==> src/rtl/mc_ctrl_pkg.sv <==
package mc_ctrl_pkg;

    localparam int OPC_W   = 4;
    localparam int ALUOP_W = 2;

    localparam logic [OPC_W-1:0] OPC_ADD  = 4'd0;
    localparam logic [OPC_W-1:0] OPC_AND  = 4'd1;
    localparam logic [OPC_W-1:0] OPC_ADDI = 4'd2;
    localparam logic [OPC_W-1:0] OPC_ANDI = 4'd3;
    localparam logic [OPC_W-1:0] OPC_LD   = 4'd4;
    localparam logic [OPC_W-1:0] OPC_ST   = 4'd5;
    localparam logic [OPC_W-1:0] OPC_CMP  = 4'd6;
    localparam logic [OPC_W-1:0] OPC_JUMP = 4'd7;
    localparam logic [OPC_W-1:0] OPC_JE   = 4'd8;
    localparam logic [OPC_W-1:0] OPC_JA   = 4'd9;
    localparam logic [OPC_W-1:0] OPC_JB   = 4'd10;
    localparam logic [OPC_W-1:0] OPC_JBE  = 4'd11;
    localparam logic [OPC_W-1:0] OPC_JAE  = 4'd12;

    typedef enum logic [ALUOP_W-1:0] {
        ALU_ADD = 2'b00,
        ALU_AND = 2'b01,
        ALU_OR  = 2'b10,
        ALU_SUB = 2'b11
    } alu_op_e;

    typedef enum logic [2:0] {
        CL_ALU_RR,
        CL_ALU_RI,
        CL_LOAD,
        CL_STORE,
        CL_CMP,
        CL_JMP,
        CL_BRC,
        CL_NONE
    } iclass_e;

    typedef enum logic [3:0] {
        ST_PC_RD,
        ST_IFETCH,
        ST_EX_RR,
        ST_EX_RI,
        ST_ALU_WB,
        ST_LD_MEM,
        ST_LD_WB,
        ST_ST_MEM,
        ST_CMP_EX,
        ST_JMP_EX,
        ST_SKIP
    } state_e;

    typedef struct packed {
        iclass_e cls;
        alu_op_e op;
    } dec_t;

    typedef struct packed {
        logic               pc_rd;
        logic               pc_wr;
        logic               pc_sel;
        logic               ir_rd;
        logic               dm_rd;
        logic               dm_wr;
        logic               rf_wr;
        logic               wb_sel;
        logic               alu_src;
        logic [ALUOP_W-1:0] alu_op;
        logic               flag_wr;
    } ctrl_t;

endpackage

==> src/rtl/mc_ctrl_decode.sv <==
module mc_ctrl_decode
    import mc_ctrl_pkg::*;
(
    input  logic [OPC_W-1:0] opcode,
    output dec_t             dec
);

    always_comb begin
        dec.cls = CL_NONE;
        dec.op  = ALU_ADD;
        unique case (opcode)
            OPC_ADD:  begin dec.cls = CL_ALU_RR; dec.op = ALU_ADD; end
            OPC_AND:  begin dec.cls = CL_ALU_RR; dec.op = ALU_AND; end
            OPC_ADDI: begin dec.cls = CL_ALU_RI; dec.op = ALU_ADD; end
            OPC_ANDI: begin dec.cls = CL_ALU_RI; dec.op = ALU_AND; end
            OPC_LD:   dec.cls = CL_LOAD;
            OPC_ST:   dec.cls = CL_STORE;
            OPC_CMP:  begin dec.cls = CL_CMP; dec.op = ALU_SUB; end
            OPC_JUMP: dec.cls = CL_JMP;
            OPC_JE, OPC_JA, OPC_JB, OPC_JBE, OPC_JAE:
                      dec.cls = CL_BRC;
            default:  dec.cls = CL_NONE;
        endcase
    end

endmodule

==> src/rtl/mc_ctrl_next.sv <==
module mc_ctrl_next
    import mc_ctrl_pkg::*;
(
    input  state_e  state,
    input  iclass_e cls,
    output state_e  nxt
);

    always_comb begin
        nxt = ST_PC_RD;
        unique case (state)
            ST_PC_RD:  nxt = ST_IFETCH;
            ST_IFETCH: begin
                unique case (cls)
                    CL_ALU_RR: nxt = ST_EX_RR;
                    CL_ALU_RI: nxt = ST_EX_RI;
                    CL_LOAD:   nxt = ST_LD_MEM;
                    CL_STORE:  nxt = ST_ST_MEM;
                    CL_CMP:    nxt = ST_CMP_EX;
                    CL_JMP,
                    CL_BRC:    nxt = ST_JMP_EX;
                    default:   nxt = ST_SKIP;
                endcase
            end
            ST_EX_RR,
            ST_EX_RI:  nxt = ST_ALU_WB;
            ST_LD_MEM: nxt = ST_LD_WB;
            ST_ALU_WB,
            ST_LD_WB,
            ST_ST_MEM,
            ST_CMP_EX,
            ST_JMP_EX,
            ST_SKIP:   nxt = ST_PC_RD;
            default:   nxt = ST_PC_RD;
        endcase
    end

endmodule

==> src/rtl/mc_ctrl_drive.sv <==
module mc_ctrl_drive
    import mc_ctrl_pkg::*;
(
    input  logic   rst,
    input  state_e state,
    input  dec_t   dec,
    input  logic   br_taken,
    output ctrl_t  ctl
);

    always_comb begin
        ctl = '0;
        if (!rst) begin
            unique case (state)
                ST_PC_RD:  ctl.pc_rd = 1'b1;
                ST_IFETCH: ctl.ir_rd = 1'b1;
                ST_EX_RR: begin
                    ctl.alu_op  = dec.op;
                    ctl.alu_src = 1'b0;
                end
                ST_EX_RI: begin
                    ctl.alu_op  = dec.op;
                    ctl.alu_src = 1'b1;
                end
                ST_ALU_WB: begin
                    ctl.rf_wr  = 1'b1;
                    ctl.wb_sel = 1'b0;
                    ctl.pc_wr  = 1'b1;
                end
                ST_LD_MEM: ctl.dm_rd = 1'b1;
                ST_LD_WB: begin
                    ctl.rf_wr  = 1'b1;
                    ctl.wb_sel = 1'b1;
                    ctl.pc_wr  = 1'b1;
                end
                ST_ST_MEM: begin
                    ctl.dm_wr = 1'b1;
                    ctl.pc_wr = 1'b1;
                end
                ST_CMP_EX: begin
                    ctl.alu_op  = dec.op;
                    ctl.flag_wr = 1'b1;
                    ctl.pc_wr   = 1'b1;
                end
                ST_JMP_EX: begin
                    ctl.pc_wr  = 1'b1;
                    ctl.pc_sel = (dec.cls == CL_JMP) || br_taken;
                end
                ST_SKIP:   ctl.pc_wr = 1'b1;
                default:   ctl = '0;
            endcase
        end
    end

endmodule

==> src/rtl/mc_ctrl.sv <==
module mc_ctrl
    import mc_ctrl_pkg::*;
(
    input  logic               clk,
    input  logic               rst,
    input  logic [OPC_W-1:0]   opcode,
    input  logic               br_taken,
    output logic               pc_rd,
    output logic               pc_wr,
    output logic               pc_sel,
    output logic               ir_rd,
    output logic               dm_rd,
    output logic               dm_wr,
    output logic               rf_wr,
    output logic               wb_sel,
    output logic               alu_src,
    output logic [ALUOP_W-1:0] alu_op,
    output logic               flag_wr
);

    state_e state;
    state_e nxt;
    dec_t   dec;
    ctrl_t  ctl;

    mc_ctrl_decode u_decode (
        .opcode (opcode),
        .dec    (dec)
    );

    mc_ctrl_next u_next (
        .state (state),
        .cls   (dec.cls),
        .nxt   (nxt)
    );

    mc_ctrl_drive u_drive (
        .rst      (rst),
        .state    (state),
        .dec      (dec),
        .br_taken (br_taken),
        .ctl      (ctl)
    );

    always_ff @(posedge clk) begin
        if (rst) state <= ST_PC_RD;
        else     state <= nxt;
    end

    assign pc_rd   = ctl.pc_rd;
    assign pc_wr   = ctl.pc_wr;
    assign pc_sel  = ctl.pc_sel;
    assign ir_rd   = ctl.ir_rd;
    assign dm_rd   = ctl.dm_rd;
    assign dm_wr   = ctl.dm_wr;
    assign rf_wr   = ctl.rf_wr;
    assign wb_sel  = ctl.wb_sel;
    assign alu_src = ctl.alu_src;
    assign alu_op  = ctl.alu_op;
    assign flag_wr = ctl.flag_wr;

endmodule

==> config.mk <==
export PLATFORM = sky130hd
export DESIGN_NAME = mc_ctrl
export DESIGN_NICKNAME = d
export VERILOG_FILES = /design/src/rtl/mc_ctrl_pkg.sv /design/src/rtl/mc_ctrl_decode.sv /design/src/rtl/mc_ctrl_next.sv /design/src/rtl/mc_ctrl_drive.sv /design/src/rtl/mc_ctrl.sv
export SDC_FILE = /design/constraint.sdc
export NUM_CORES = 1
export LEC_CHECK = 0
export ABC_AREA = 1
export BUFFER_PORTS_ARGS = -buffer_cell sky130_fd_sc_hd__buf_2
export CORE_AREA = 4 4 41 43
export CTS_BUF_LIST = sky130_fd_sc_hd__clkbuf_8
export CTS_CLUSTER_SIZE = 25
export DETAILED_ROUTE_END_ITERATION = 16
export DIE_AREA = 0 0 45 47
export GPL_ROUTABILITY_DRIVEN = 0
export PLACE_DENSITY_LB_ADDON = 0.15
export SYNTH_ARGS = -nofsm -noshare
export SYNTH_HDL_FRONTEND = slang
export SYNTH_SLANG_ARGS = --single-unit
export TNS_END_PERCENT = 30
==> constraint.sdc <==
create_clock -name clk -period 1.5 [get_ports clk]
set_clock_uncertainty 0.05 [all_clocks]
set_input_delay 0.225 -clock clk [delete_from_list [all_inputs] [get_ports clk]]
set_output_delay 0.225 -clock clk [all_outputs]
set_load 0.02 [all_outputs]
---- Word-level counts from Yosys, hierarchy flattened ----
Cells that the tools add are included.
storage, ports and cells
  bits in registers ....................... 4
  bits in latches ......................... 0
  bits in writable memories ............... 0
  bits in read-only memories .............. 0
  output and inout bits ................... 12
  logic and storage cells ................. 56
  memories kept ........................... 0
cells by class
  add/sub/neg operators ................... 0
  multipliers ............................. 0
  divide/modulo/power cells ............... 0
  $lt $le $gt $ge ......................... 0
  equal/unequal tests ..................... 28
  shift operators ......................... 0
  muxes and demuxes ....................... 15
  bitwise gates (word level) .............. 0
  reductions and logical operators ........ 12
operators with widths
  cell                                           count
  == test 4 x 3 -> 1 bit, second input constant  8
  == test 4 bit, second input constant           8
  case mux 4 bit (6 select lines)                1
  case mux 3 bit (7 select lines)                1
  == test 4 x 2 -> 1 bit, second input constant  4
  case mux 4 bit (4 select lines)                1
  2-to-1 mux 12 bit                              1
  OR reduction 2 bit                             5
  == test 3 bit, second input constant           3
  == test 4 x 1 -> 1 bit, second input constant  2
  logical NOT 4 bit                              2
  2-to-1 mux 1 bit                               8
  case mux 2 bit (2 select lines)                2
  == test 3 x 2 -> 1 bit, second input constant  2
  OR reduction 6 bit                             1
  OR reduction 5 bit                             1
  == test 3 x 1 -> 1 bit, second input constant  1
  logical NOT 3 bit                              1
  OR reduction 3 bit                             1
  2-to-1 mux 2 bit                               1
  logical OR 1 bit                               1

---- Depth between registers and ports, before layout ----
  depth after elaboration ................. 7
  mapped depth ............................ 6

---- Cells and area by module ----
A second synthesis with hierarchy kept.
unflattened totals
  cell total of the unflattened synthesis .. 90
  area, all modules ....................... 442.9 um^2
modules (own cells, without submodules)
  module          instances  cells each  area each (um^2)
  mc_ctrl_drive   1          37          157.7
  mc_ctrl         1          12          110.1
  mc_ctrl_next    1          24          105.1
  mc_ctrl_decode  1          17          70.1

---- Worst setup path after synthesis ----
No wires, ideal clock.
  path kind ............................... reg2out
  from .................................... register state[2]
  to ...................................... output wb_sel
  arrival ................................. 1108 ps
  data required time ...................... 1225 ps
  path slack .............................. 117 ps
  cell stages (with the launch flop) ...... 5
  buffers on the path ..................... 0
  cells stage by stage .................... dfxtp_1 > inv_1 > nor2_1 > nand2_1 > nor3_1
between the ends
  cells in the longest elaborated chain, start to end .. 3
  elaborated cells on any way between the ends .. 4
  those cells by class .................... 2 x eq/ne; 2 x mux
ends and longest elaborated chain
  what                               line                 source
  start: declaration                 mc_ctrl.sv:21        state_e state;
  start signal: assignment           mc_ctrl.sv:47        else state <= nxt;
  == test 4 x 3 -> 1 bit             mc_ctrl_drive.sv:14  unique case (state)
  case mux 2 bit (2 select lines) *  mc_ctrl_drive.sv:14
  2-to-1 mux 12 bit *                mc_ctrl_drive.sv:13  if (!rst) begin
  end: declaration                   mc_ctrl.sv:15        output logic wb_sel,
Every way passes the cells marked *; elsewhere a longest branch is shown, timed or not.

---- Final worst setup path ----
  from .................................... register state[3]
  to ...................................... output alu_op[1]
between the ends
  cells in the longest elaborated chain, start to end .. 4
  elaborated cells on any way between the ends .. 6
  those cells by class .................... 3 x eq/ne; 2 x mux; 1 x reduce/logical
ends and longest elaborated chain
  what                                                     line                 source
  == test 4 x 2 -> 1 bit or == test 4 bit (tied branches)  mc_ctrl_drive.sv:14
  OR reduction 3 bit (no line) *                           n/a
  2-to-1 mux 2 bit *                                       mc_ctrl_drive.sv:14
  2-to-1 mux 12 bit *                                      mc_ctrl_drive.sv:13
  end: declaration                                         mc_ctrl.sv:17        output logic [ALUOP_W-1:0] alu_op,
Marks and branches as above.

==> flow_summary_export.csv <==
group,metric,value,unit
synthesis,synth_area_leaders,"dfxtp_1, nand2_1, nor2_1",
pwr,power_density,938,mW/mm²
placement,dpl.hpwl,821,µm
synthesis,yosysSeqAreaShare,0.220,
synthesis,synth_warnings,0,
finish,largest_register,"state",
sta,layout_setup_ws,-2.77,ps
run,maxCapViolCount,0,
global_route,grt_overflow,0,
finish,antenna_cells,0,
finish,reg_top3,"state x4",
clocking,path_clk_slew,30,ps
clocking,ctsRootBufferMaster,"clkbuf_8",
floorplan,core_area,0.00130,mm²
synthesis,yosysTopAreaCell,"dfxtp_1",
synthesis,mappedNetlistArea,364,µm²
sta,slew_violations,0,
sta,hold_violations,0,
synthesis,synth_top_family_by_area,"simple AND/OR/NAND/NOR gates",
finish,fin_nets,101,
synthesis,ys_types,15,
placement,port_buffers,18,
floorplan,std_cell_rows,13,
detailed_routing,vias_per_cell,4.50,
sta,post-route-min-period,1500,ps
synthesis,synth_compound_area_frac,0.137,
synthesis,synth_fp_nets,76,
critical_path,worstPathMaxFanout,3,
floorplan,dieArea,0.00212,mm²
critical_path,path_class,"reg -> out",
finish,final_layout_size_suffix_gt1_frac,0.457,
detailed_routing,first_pass_iters,3,
placement,preCtsSetupSlack,139,ps
synthesis,synth_cells,69,
sta,max_freq,665,MHz
run_status,status,"finished with violations",
detailed_routing,drtAntennaViolNets,0,
detailed_routing,drc,0,
min_path,hold_class,"in -> reg",
sta,tightest_slew,229,ps
detailed_routing,vias,482,
finish,syn2layout_area_growth,60.1,%
synthesis,yosysTopAreaCellShare,0.220,
finish,mostFrequentLayoutCells,"nand2_1, buf_2, nor2_1",
critical_path,end_kind,"primary output",
finish,final_common_cell,"nand2_1",
sta,relSlewSlack,0.847,
clocking,cts_tree,"built",
pwr,p_leak,0.293,nW
clocking,cts_buffers,3,
synthesis,synth_fa_ha_area_frac,0,
synthesis,syn_area_per_cell,5.28,µm²
sta,setup_viol,1,
global_route,grtUsageTotal,0.103,
critical_path,crit_required,1220,ps
detailed_routing,drt_iter0_markers,3,
floorplan,die_w,45,µm
global_route,grt_antenna_before_repair,0,
synthesis,ys_ff_latch,4,
synthesis,synthXorXnorAreaFrac,0,
clocking,cts_hold_buffers,0,
sta,fin_crit_sh,1.00,
critical_path,arrival,1230,ps
synthesis,synth_simple_gate_area_frac,0.526,
run_status,failed_checks,"negative setup slack",
floorplan,die_h,47,µm
clocking,clk_latency,210,ps
critical_path,rr_worst_depth,6,
global_route,grt_pass1_vias,416,
critical_path,critPathLaunchType,"flop",
global_route,grt_pass1_wl,1.67,mm
clocking,cts_max_path_buffers,2,
clocking,cts_sinks,4,
finish,final-instance-count-excl-fill,107,
finish,largest_reg_flops,4,
detailed_routing,routedWlPerCell,9.67,µm
floorplan,num_io_pins,19,
pwr,ir_drop,0.561,mV
sta,rsz0062_at_grt,"yes",
min_path,holdPathStages,2,
global_route,grt_max_degree,12,
placement,dp_cells,103,
detailed_routing,totalWireLength,1.04,mm
floorplan,initial_utilization,0.280,
clocking,h-tree-depth,1,
synthesis,muxShareOfSynthArea,0,
## metrics by stage
stage | utilization | TNS [ps] | power (W) | instance area (µm²) | hold slack, ps
after global routing | 0.448 | -202 | 0.000589 | 583 | 315
after CTS | 0.412 | -9.71 | 0.000531 | 536 | 279
after global placement | 0.371 | 0 | 0.000303 | 483 | 508
final | 0.448 | -2.77 | 0.000547 | 583 | 291
after detailed placement | 0.371 | 0 | 0.000302 | 483 | 504
after floorplan | - | 0 | 0.000246 | 364 | 359
## final timing paths
path	startpoint	endpoint	slack (ps)
worst max-delay path	state[3]$_SDFF_PP0_	alu_op[1]	-3
worst min-delay path	rst	state[0]$_SDFF_PP0_	290
worst max register to register	state[3]$_SDFF_PP0_	state[0]$_SDFF_PP0_	420
worst min register to register	state[1]$_SDFF_PP0_	state[2]$_SDFF_PP0_	550
## metal layers
metal / GRT usage / up-vias / wire length [µm]
met5: 0 / - / 0
met4: 0 / 0 / 0
met3: 0.0345 / 0 / 86
met2: 0.178 / 16 / 488
met1: 0.134 / 204 / 460
li1: - / 262 / -
## final cells by class
cell class	instances	area, µm²
Inverter	10	37.5
Timing Repair Buffer	21	129
Tap cell	15	18.8
Fill cell	157	718
Clock buffer	3	41.3
Sequential cell	4	87.6
Multi-Input combinational cell	54	269
## cells by family (layout without fill, tap and decap cells)
kind of cell    after synthesis  count (layout)
compound gates                9               9
buf+inv                      11              34
flops                         4               4
simple gates                 45              45
## where the power goes
group | leakage [nW] | internal (W) | switching, W
clock network | 0.0216 | 0.000170 | 0.0000459
logic | 0.236 | 0.0000721 | 0.000111
registers | 0.0347 | 0.000125 | 0.0000230
total | 0.293 | 0.000367 | 0.000180
## critical path: stages (launching register included)
cell and delay, ps:
dfxtp_2 340, inv_2 60, nor2_4 110, nand2_2 70, a21oi_2 150, inv_1 50
nor2_1 100, buf_4 140
## cells in the mapped netlist
master / instances
or2_2: 1
nor2_2: 3
nor3_1: 4
inv_2: 1
nor2_1: 12
dfxtp_1: 4
nand2_1: 21
nand3b_1: 1
o21ai_0: 1
a21oi_1: 6
nand3_1: 3
o21ai_2: 1
buf_2: 1
a31oi_1: 1
inv_1: 9
## repair_timing
item                                    CTS  global route
endpoints found under the setup margin    3             8
pin swaps                                 2             5
gates resized for setup                   5            16
setup buffers                             0             1
endpoints found under the hold margin     0             0
No activity file was read; power rests on OpenSTA's default activity.
